<file path="config.mk">
export PLATFORM = sky130hd
export DESIGN_NAME = frame_sync_watchdog
export DESIGN_NICKNAME = d
export VERILOG_FILES = /design/src/rtl/fsw_pkg.sv /design/src/rtl/fsw_edge_pick.sv /design/src/rtl/fsw_lock_ctl.sv /design/src/rtl/fsw_line_gen.sv /design/src/rtl/frame_sync_watchdog.sv
export SDC_FILE = /design/constraint.sdc
export NUM_CORES = 1
export LEC_CHECK = 0
export BUFFER_PORTS_ARGS = -buffer_cell sky130_fd_sc_hd__buf_2
export CORE_MARGIN = 5
export CORE_UTILIZATION = 53
export DETAILED_ROUTE_END_ITERATION = 8
export GPL_TIMING_DRIVEN = 0
export PLACE_DENSITY = 0.76
export REMOVE_ABC_BUFFERS = 1
export SLEW_MARGIN = 20
export SYNTH_ARGS = -nofsm -noshare
export SYNTH_HDL_FRONTEND = slang
export SYNTH_HIERARCHICAL = 1
export SYNTH_SLANG_ARGS = --single-unit
</file>
<file path="constraint.sdc">
create_clock -name clk -period 4.3 [get_ports clk]
set_input_delay 0.43 -clock clk [delete_from_list [all_inputs] [get_ports clk]]
set_output_delay 0.43 -clock clk [all_outputs]
set_load 0.01 [all_outputs]
</file>
<file path="src/rtl/fsw_pkg.sv">
// Shared types for the frame sync watchdog.
// Assumes: nothing beyond IEEE 1800-2017.
package fsw_pkg;

    // Lock state of the watchdog.
    typedef enum logic [1:0] {
        ST_SEEK = 2'd0,   // waiting for the first reference edge
        ST_LOCK = 2'd1,   // timing anchored, edges being checked
        ST_LOST = 2'd2    // three consecutive misses seen
    } lock_st_e;

    localparam int unsigned MISS_LIMIT = 3;

endpackage

</file>
<file path="src/rtl/fsw_edge_pick.sv">
// Delays the field flag by 0..MAX_DLY clocks and flags the polarity-selected transition.
// Assumes: dly_i and edge_pol_i change only while the flag has been stable for MAX_DLY+1 clocks.
module fsw_edge_pick #(
    parameter int unsigned MAX_DLY = 3,
    localparam int unsigned DW = $clog2(MAX_DLY + 1)
) (
    input  logic          clk,
    input  logic          rst_n,
    input  logic          flag_i,
    input  logic          pol_i,
    input  logic [DW-1:0] dly_i,
    output logic          edge_o
);

    logic [MAX_DLY-1:0] hist_q;
    logic [MAX_DLY:0]   taps;
    logic               tap;
    logic               prev_q;
    logic               primed_q;

    // Tap 0 is the live flag; tap i is the flag i clocks ago.
    assign taps[0] = flag_i;
    for (genvar i = 1; i <= MAX_DLY; i++) begin : g_tap
        assign taps[i] = hist_q[i-1];
    end

    assign tap = taps[dly_i];

    // Shift the flag history one place per clock.
    always_ff @(posedge clk) begin
        if (!rst_n) begin
            hist_q <= '0;
        end else begin
            hist_q <= {hist_q[MAX_DLY-2:0], flag_i};
        end
    end

    // Remember the previous delayed level; prime once a level has been seen.
    always_ff @(posedge clk) begin
        if (!rst_n) begin
            prev_q   <= 1'b0;
            primed_q <= 1'b0;
        end else begin
            prev_q   <= tap;
            primed_q <= 1'b1;
        end
    end

    // Only the transition towards the level named by pol_i counts.
    always_comb begin
        edge_o = primed_q && (tap != prev_q) && (tap == pol_i);
    end

    // after a reported edge the remembered level equals the polarity.
    p_edge_level_r2: assert property (@(posedge clk) disable iff (!rst_n)
        edge_o |=> (prev_q == $past(pol_i)));

endmodule

</file>
<file path="src/rtl/fsw_lock_ctl.sv">
// Frame counter, three-strike miss counter and lock state machine.
// Assumes: frame_len_i >= 2 and held constant while locked.
module fsw_lock_ctl
    import fsw_pkg::*;
#(
    parameter int unsigned FRAME_W = 21
) (
    input  logic               clk,
    input  logic               rst_n,
    input  logic               edge_i,
    input  logic [FRAME_W-1:0] frame_len_i,
    output lock_st_e           st_o,
    output logic               restart_o
);

    lock_st_e           st_q, st_d;
    logic [FRAME_W-1:0] fcnt_q, fcnt_d;
    logic [1:0]         miss_q, miss_d;
    logic               due;
    logic               fail;

    // The expected-edge instant: last clock of the current frame.
    always_comb begin
        due = (st_q != ST_SEEK) && (fcnt_q >= frame_len_i - 1'b1);
    end

    // A check fails when the due edge is absent or an edge comes off-schedule.
    always_comb begin
        fail = (st_q == ST_LOCK) && (due != edge_i);
    end

    // Next-state, frame counter and miss counter decisions.
    always_comb begin
        st_d      = st_q;
        fcnt_d    = fcnt_q;
        miss_d    = miss_q;
        restart_o = 1'b0;
        unique case (st_q)
            ST_SEEK: begin
                if (edge_i) begin
                    st_d      = ST_LOCK;
                    restart_o = 1'b1;
                    miss_d    = '0;
                end
            end
            ST_LOCK: begin
                restart_o = due;
                if (due && edge_i) begin
                    miss_d = '0;
                end else if (fail) begin
                    if (miss_q == 2'(MISS_LIMIT - 1)) begin
                        st_d   = ST_LOST;
                        miss_d = '0;
                    end else begin
                        miss_d = miss_q + 2'd1;
                    end
                end
            end
            ST_LOST: begin
                restart_o = due || edge_i;
                if (edge_i) begin
                    st_d   = ST_LOCK;
                    miss_d = '0;
                end
            end
            default: st_d = ST_SEEK;
        endcase
        if (restart_o) begin
            fcnt_d = '0;
        end else if (st_q != ST_SEEK) begin
            fcnt_d = fcnt_q + 1'b1;
        end
    end

    // Register state and counters.
    always_ff @(posedge clk) begin
        if (!rst_n) begin
            st_q   <= ST_SEEK;
            fcnt_q <= '0;
            miss_q <= '0;
        end else begin
            st_q   <= st_d;
            fcnt_q <= fcnt_d;
            miss_q <= miss_d;
        end
    end

    assign st_o = st_q;

    // the first reference edge anchors timing.
    p_first_lock_r4: assert property (@(posedge clk) disable iff (!rst_n)
        (st_q == ST_SEEK && edge_i) |=> (st_q == ST_LOCK && fcnt_q == '0));

    // loss of lock only follows two recorded misses.
    p_third_strike_r6: assert property (@(posedge clk) disable iff (!rst_n)
        $rose(st_q == ST_LOST) |-> ($past(miss_q) == 2'd2));

    // the miss counter never reaches the limit while held.
    p_miss_bound_r6: assert property (@(posedge clk) disable iff (!rst_n)
        miss_q != 2'd3);

    // an on-time edge leaves the miss counter clear.
    p_hit_clears_r11: assert property (@(posedge clk) disable iff (!rst_n)
        (st_q == ST_LOCK && edge_i && fcnt_q == frame_len_i - 1'b1) |=> (miss_q == '0));

    // an edge during loss of lock re-anchors timing.
    p_relock_r10: assert property (@(posedge clk) disable iff (!rst_n)
        (st_q == ST_LOST && edge_i) |=> (st_q == ST_LOCK && fcnt_q == '0));

endmodule

</file>
<file path="src/rtl/fsw_line_gen.sv">
// Line counter and internal line sync pulse.
// Assumes: HS_WIDTH < LINE_LEN; restart_i re-anchors the line to count 0.
module fsw_line_gen #(
    parameter int unsigned LINE_LEN = 1728,
    parameter int unsigned HS_WIDTH = 128,
    localparam int unsigned LW = $clog2(LINE_LEN)
) (
    input  logic clk,
    input  logic rst_n,
    input  logic run_i,
    input  logic restart_i,
    output logic hsync_o
);

    localparam logic [LW-1:0] LAST = LW'(LINE_LEN - 1);
    localparam logic [LW-1:0] HS_END = LW'(HS_WIDTH);

    logic [LW-1:0] lcnt_q;

    // Count clocks within a line; restart on frame start.
    always_ff @(posedge clk) begin
        if (!rst_n) begin
            lcnt_q <= '0;
        end else if (restart_i) begin
            lcnt_q <= '0;
        end else if (run_i) begin
            lcnt_q <= (lcnt_q == LAST) ? '0 : lcnt_q + 1'b1;
        end
    end

    // Pulse covers the first HS_WIDTH clocks of each line.
    always_comb begin
        hsync_o = run_i && (lcnt_q < HS_END);
    end

    // after a restart the line sync is asserted.
    p_restart_hs_r5: assert property (@(posedge clk) disable iff (!rst_n)
        (restart_i && run_i) |=> (lcnt_q == '0));

endmodule

</file>
<file path="src/rtl/frame_sync_watchdog.sv">
// Frame-locked slave sync watchdog: locks to one field-flag edge per frame,
// generates line sync internally and applies a fallback after three misses.
// Assumes: frame_len_i >= 2; configuration changed only while the flag is quiet.
module frame_sync_watchdog
    import fsw_pkg::*;
#(
    parameter int unsigned FRAME_W  = 21,
    parameter int unsigned LINE_LEN = 1728,
    parameter int unsigned HS_WIDTH = 128
) (
    input  logic               clk,
    input  logic               rst_n,
    input  logic               field_flag_i,
    input  logic               edge_pol_i,
    input  logic [1:0]         dly_i,
    input  logic               free_run_i,
    input  logic               sync_ok_i,
    input  logic [FRAME_W-1:0] frame_len_i,
    output logic               hsync_o,
    output logic               encode_o,
    output logic               sync_en_o,
    output logic               black_o
);

    logic     ref_edge;
    logic     restart;
    logic     line_hs;
    logic     running;
    lock_st_e st;

    fsw_edge_pick #(.MAX_DLY(3)) u_edge (
        .clk    (clk),
        .rst_n  (rst_n),
        .flag_i (field_flag_i),
        .pol_i  (edge_pol_i),
        .dly_i  (dly_i),
        .edge_o (ref_edge)
    );

    fsw_lock_ctl #(.FRAME_W(FRAME_W)) u_ctl (
        .clk         (clk),
        .rst_n       (rst_n),
        .edge_i      (ref_edge),
        .frame_len_i (frame_len_i),
        .st_o        (st),
        .restart_o   (restart)
    );

    assign running = (st != ST_SEEK);

    fsw_line_gen #(.LINE_LEN(LINE_LEN), .HS_WIDTH(HS_WIDTH)) u_line (
        .clk       (clk),
        .rst_n     (rst_n),
        .run_i     (running),
        .restart_i (restart),
        .hsync_o   (line_hs)
    );

    // Map lock state and fallback configuration to the output flags.
    always_comb begin
        hsync_o   = 1'b0;
        encode_o  = 1'b0;
        sync_en_o = 1'b0;
        black_o   = 1'b1;
        unique case (st)
            ST_LOCK: begin
                hsync_o   = line_hs;
                encode_o  = 1'b1;
                sync_en_o = 1'b1;
                black_o   = 1'b0;
            end
            ST_LOST: begin
                if (free_run_i) begin
                    hsync_o   = line_hs;
                    encode_o  = 1'b1;
                    sync_en_o = 1'b1;
                    black_o   = 1'b0;
                end else if (sync_ok_i) begin
                    hsync_o   = line_hs;
                    sync_en_o = 1'b1;
                end
            end
            default: ;
        endcase
    end

    // encoding never coincides with a forced black picture.
    p_enc_not_black_r7: assert property (@(posedge clk) disable iff (!rst_n)
        encode_o |-> !black_o);

    // line sync is only driven while sync output is enabled.
    p_hs_needs_sync_r9: assert property (@(posedge clk) disable iff (!rst_n)
        hsync_o |-> sync_en_o);

    // before any lock nothing is encoded or synced.
    p_seek_quiet_r1: assert property (@(posedge clk) disable iff (!rst_n)
        (st == ST_SEEK) |-> (!encode_o && !sync_en_o && black_o));

endmodule

</file>
Yosys cells after proc, flatten, opt, wreduce, memory -nomap -nowiden
Index checks and enable logic that the tools add are counted.
Word-level totals
  register bits after elaboration: 41
  bits in latches: 0
  bits in writable memories: 0
  bits in read-only memories: 0
  memories: 0
Cells by class
  add/subtract/negate cells: 4
  $mul: 0
  div/mod/pow operators: 0
  $lt $le $gt $ge: 3
  equal/unequal tests: 12
  shift-type cells: 0
  muxes and demuxes: 26
  bitwise logic cells: 1
  reductions and logical operators: 14
Operators by type and width (number)
  21-bit by 1-bit adder with 21-bit output (second input constant): 1
  21-bit greater-or-equal comparator: 1
  21-bit by 1-bit subtractor with 21-bit output (second input constant): 1
  2-bit two-way mux: 8
  11-bit by 1-bit adder with 11-bit output (second input constant): 1
  11-bit == test (second input constant): 1
  11-bit by 8-bit less-than comparator with 1-bit output (second input constant): 1
  11-bit two-way mux: 1
  1-bit two-way mux: 9
  1-bit one-hot mux with 2 select lines: 4
  2-bit one-hot mux with 2 select lines: 2
  1-bit logical AND: 6
  2-bit == test (second input constant): 2
  2-bit by 1-bit != test with 1-bit output (second input constant): 2
  2-bit != test (second input constant): 2
  4-bit AND reduction: 1
  2-bit nonzero test: 2
  2-bit OR reduction: 2
  2-bit by 3-bit less-than comparator with 1-bit output (second input constant): 1
  3-bit by 2-bit != test with 1-bit output (second input constant): 1
  1-bit one-hot mux with 3 select lines: 1
  3-bit AND reduction: 1
  2-bit by 1-bit adder with 2-bit output (second input constant): 1
  1-bit binary-select mux with 2-bit select: 1
  6 further kinds: 7

Longest topological paths before layout
  word-level depth: 10
  depth in mapped cells: 20
  depth with buffers taken out: 19

Modules after synthesis
Netlist, hierarchy kept.
Modules (own cells, without submodules)
  fsw_lock_ctl: instances 1, cells an instance 243, area an instance 2034.5 sq um, sequential area each 500.5 sq um
  fsw_line_gen: instances 1, cells an instance 63, area an instance 576.8 sq um, sequential area each 220.2 sq um
  fsw_edge_pick: instances 1, cells an instance 13, area an instance 172.7 sq um, sequential area each 100.1 sq um
  frame_sync_watchdog: instances 1, cells an instance 14, area an instance 113.9 sq um, sequential area each 0.0 sq um

Worst setup path after synthesis
OpenSTA, ideal clock, no wires.
  path type: input to register
  start: input frame_len_i[3]
  end: register u_line.lcnt_q[1]
  arrival: 4130 ps
  setup slack: 54 ps
  stages: 18
  path through: or4_4 > nor4_4 > nand2_1 > nor3_2 > xnor2_1 > ha_1 > nand4_1 > nor4_1 > a221oi_1 > o211ai_1 > nand2_1 > ha_1 > o22a_1 > a21bo_2 > nand2b_1 > clkbuf_1 > nor2_1 > a22o_1
On the way
  longest elaborated chain between the ends: 6
Ends and longest elaborated chain
  start, declared: line frame_sync_watchdog.sv:18  | input logic [FRAME_W-1:0] frame_len_i,
  21-bit by 1-bit subtractor with 21-bit output *: line fsw_lock_ctl.sv:24  | due = (st_q != ST_SEEK) && (fcnt_q >= frame_len_i - 1'b1);
  21-bit greater-or-equal comparator *: line fsw_lock_ctl.sv:24
  1-bit logical AND *: line fsw_lock_ctl.sv:24
  1-bit logical OR: line fsw_lock_ctl.sv:60  | restart_o = due || edge_i;
  1-bit one-hot mux with 3 select lines *: line fsw_lock_ctl.sv:38  | unique case (st_q)
  named net restart: line frame_sync_watchdog.sv:26  | logic restart;
  2-bit OR reduction (no source line) *
  end signal, assigned: line fsw_line_gen.sv:27  | lcnt_q <= (lcnt_q == LAST) ? '0 : lcnt_q + 1'b1;
  end, declared: line fsw_line_gen.sv:18  | logic [LW-1:0] lcnt_q;
Mark *: on every way through the listed nets, which the timed path passes. The rest lies on a longest branch.
A chain may end at the register's enable or synchronous reset.

Worst setup path after layout
  start: input frame_len_i[7]
  end: register u_ctl.fcnt_q[4]
On the way
  longest elaborated chain between the ends: 6
Ends and longest elaborated chain
  21-bit by 1-bit subtractor with 21-bit output *: line fsw_lock_ctl.sv:24
  21-bit greater-or-equal comparator *: line fsw_lock_ctl.sv:24
  1-bit logical AND *: line fsw_lock_ctl.sv:24
  1-bit logical OR: line fsw_lock_ctl.sv:60
  1-bit one-hot mux with 3 select lines *: line fsw_lock_ctl.sv:38
  2-bit OR reduction (no source line) *
  end signal, assigned: line fsw_lock_ctl.sv:83  | fcnt_q <= fcnt_d;
  end, declared: line fsw_lock_ctl.sv:17  | logic [FRAME_W-1:0] fcnt_q, fcnt_d;
Every way passes the cells marked *; elsewhere a longest branch is shown, timed or not.

==> results.toml <==
[status]
outcome = "completed"

[sta]
hold_viol_final = 0
rsz0062_at_grt = "no"
setup_viol = 0
fmax_ghz = 0.247
fin_crit_sh_pct = 94.1
worstMarginPinSlew_ps = 852
slew_viol_final = 0
relSlewSlack_pct = 42.7
fin_skew_ps = 7.52
fin_crit_ps = 4050

[synthesis]
yosysSeqAreaShare_pct = 28.3
ys_warn_count = 6
netlist.top_cell.by_area = "dfxtp_1"
synth-main-ff-cell = "dfxtp_1"
synth_edf_count = 0
netlist_area_sq_um = 2900
syn_avg_cell_area_sq_um = 8.70
synth_area_leaders = "dfxtp_1 (28%), ha_1 (13%), xnor2_1 (7.0%), nor3_1 (5.7%), xor2_1 (5.4%)"
ys_ff_latch = 41
yosysTopAreaCellShare_pct = 28.3
async_flop_share_pct = 0
syn_inst = 333
netlist-cell-type-count = 51

[power_and_ir_drop]
ir_drop_mv = 0.197
p_switching_mw = 0.190
seqPwrFrac_pct = 53.2
powerDensity_nw_per_um2 = 221
p_leak_nw = 1.20
p_total_mw = 0.727
p_sw_share_pct = 26.1
power_frac_comb_pct = 12.5
power.clock.fraction_pct = 34.4
internal_power_mw = 0.537

[setup_path]
crit_required_ps = 4500
ff2ff_path_depth = 12
r2r_start = "u_ctl/fcnt_q[16]"
reg2reg_to = "u_ctl/fcnt_q[4]"
reg2reg_slack_ps = 1420
cp-end-kind = "flop"
worstPathMaxFanout = 13
worst-setup-path-type = "in -> reg"
start_kind = "primary input"
arrival_ps = 4250

[drt]
via_count = 2479
via_per_inst = 5.60
wl_microns = 5780
drt_iter0_drc = 132
ant_nets = 0
dr.pass1.iters = 4
wire_per_inst_microns = 13.0
drc = 0

[min_path]
hold_depth = 2
min_to = "u_edge/hist_q[0]"
min_from = "field_flag_i"
min_path_type = "in -> reg"

[grt]
grt_usage_pct = 16.8
grt_pass1_vias = 2247
grt_max_degree = 14
antenna_found_initial = 0
overflow = 0
grt_pass1_wl_microns = 9890
grt_use_met3_pct = 2.96
met1_usage_pct = 21.4
use_met2_pct = 28.3
busiest_layer = "met2"

[floorplan]
pin_count = 33
die-area_sq_um = 7050
rows = 27
die_h_microns = 83.9
initial_core_util_pct = 53.6
core_sq_um = 5410
die_w_microns = 83.9

[final_layout]
fill_cells = 478
drive_gt1_share_pct = 19.1
diodes = 0
area_delta_synth_final_pct = 13.6
layout.cells.most_common = "dfxtp_1"
stdcell_count = 443
final_cell_mix = "dfxtp_1 (41), nor3_1 (33), buf_2 (32)"
nets = 429

[clock_tree]
cts_tree = "done"
cts_sinks = 41
path_clk_slew_ps = 80
cts_root_buf = "clkbuf_8"
insertion_delay_ps = 300
cts_buffer_depth = 2
cts_buffers = 5
h-tree-depth = 2

[placement]
post-dp-hpwl_microns = 4460
placed_cells = 431
portBuffers = 32
place.gp.congestion = 0.807

[job]
max_cap_violations = 0
[Yosys cell counts, types with 4 or more instances]
cell	count
nand3_1	6
ha_1	30
dfxtp_1	41
nor3_1	33
xor2_1	18
nor4_1	6
a211oi_1	6
nor2b_1	6
o21ai_0	10
a21oi_1	10
nand3b_1	4
nand2b_1	9
nand2_1	28
nand4_1	11
buf_2	5
xnor2_1	23
and2_1	7
inv_1	7
nor2_1	18
[metrics by stage]
stage / area, sq um / hold WS [ps] / worst slack, ps / TNS, ps / util (%)
after floorplan: 2860 / 425 / 35.6 / 0 / -
after global placement: 3110 / 439 / -867 / -22070 / 57.6
after detailed placement: 3140 / 447 / -680 / -12350 / 58.1
after CTS: 3250 / 341 / 61.5 / 0 / 60.1
after global routing: 3290 / 355 / 13.8 / 0 / 60.9
final: 3290 / 347 / 254 / 0 / 60.9
[layer usage]
metal	share of wire, %	up-vias
met4	1.5	0
met1	48	1150
li1	-	1290
met5	0	-
met2	48	31
met3	2.5	8
[critical path: stages]
cell      delay (ps)
buf_2            130
or4_4            580
nor4_4           370
nand2_1          150
xor2_1           180
ha_1             310
nand4_1          190
nor4_4           400
nand2_1           90
o211ai_1         280
nand2_1           90
ha_1             190
o22a_1           220
and2_1           190
o21ai_4          150
buf_6            210
nor3_1            70
[sequential cells by signal, indices dropped and copies added (netlist names)]
register / flops
u_ctl/fcnt_q: 21
u_line/lcnt_q: 11
u_edge/hist_q: 3
u_ctl/miss_q: 2
u_ctl/st_o: 2
u_edge/prev_q: 1
u_edge/primed_q: 1
[timing repair]
item / 4_1_cts / 5_1_grt
buffers inserted: 0 / 4
pin swaps: 0 / 4
endpoints found under the setup margin: 24 / 34
hold buffers: 0 / 0
resized for setup: 4 / 2
[worst max-delay path by stage]
stage | cells after the start | endpoint | from | slack [ps]
finish | 17 | u_ctl/fcnt_q[4] | frame_len_i[7] | 250
floorplan | 16 | u_ctl/fcnt_q[0] | frame_len_i[3] | 40
detailed placement | 18 | u_line/lcnt_q[0] | frame_len_i[3] | -680
global route | 18 | u_ctl/fcnt_q[1] | frame_len_i[7] | 10
global placement | 17 | u_ctl/fcnt_q[1] | frame_len_i[3] | -870
CTS | 18 | u_line/lcnt_q[0] | frame_len_i[3] | 60
[cell families after synthesis]
kind of cell / Yosys count / synth area share, %
compound gates: 44 / 10.2
xor+xnor: 41 / 12.4
fa+ha+maj: 30 / 13.0
buf+inv: 15 / 2.16
flops: 41 / 28.3
mux: 4 / 1.81
simple gates: 158 / 32.2
[layout make-up]
type	instances	area, sq um	share of cell area, %
clock inverters	2	10.0	0.304
repair buffers	38	213	6.46
well taps	72	90.1	2.74
multi-input cells	277	2060	62.5
inverters	7	26.3	0.798
flip-flops and latches	41	821	24.9
clock buffers	6	72.6	2.21
[power groups by stage]
stage / combinational, mW / sequential, mW / clock (mW)
after floorplan: 0.0508 / 0.395 / 0
after global placement: 0.0803 / 0.395 / 0
after detailed placement: 0.0859 / 0.395 / 0
after CTS: 0.0883 / 0.386 / 0.255
after global routing: 0.102 / 0.387 / 0.273
final: 0.0906 / 0.386 / 0.250
No activity file was read; power rests on OpenSTA's default activity.
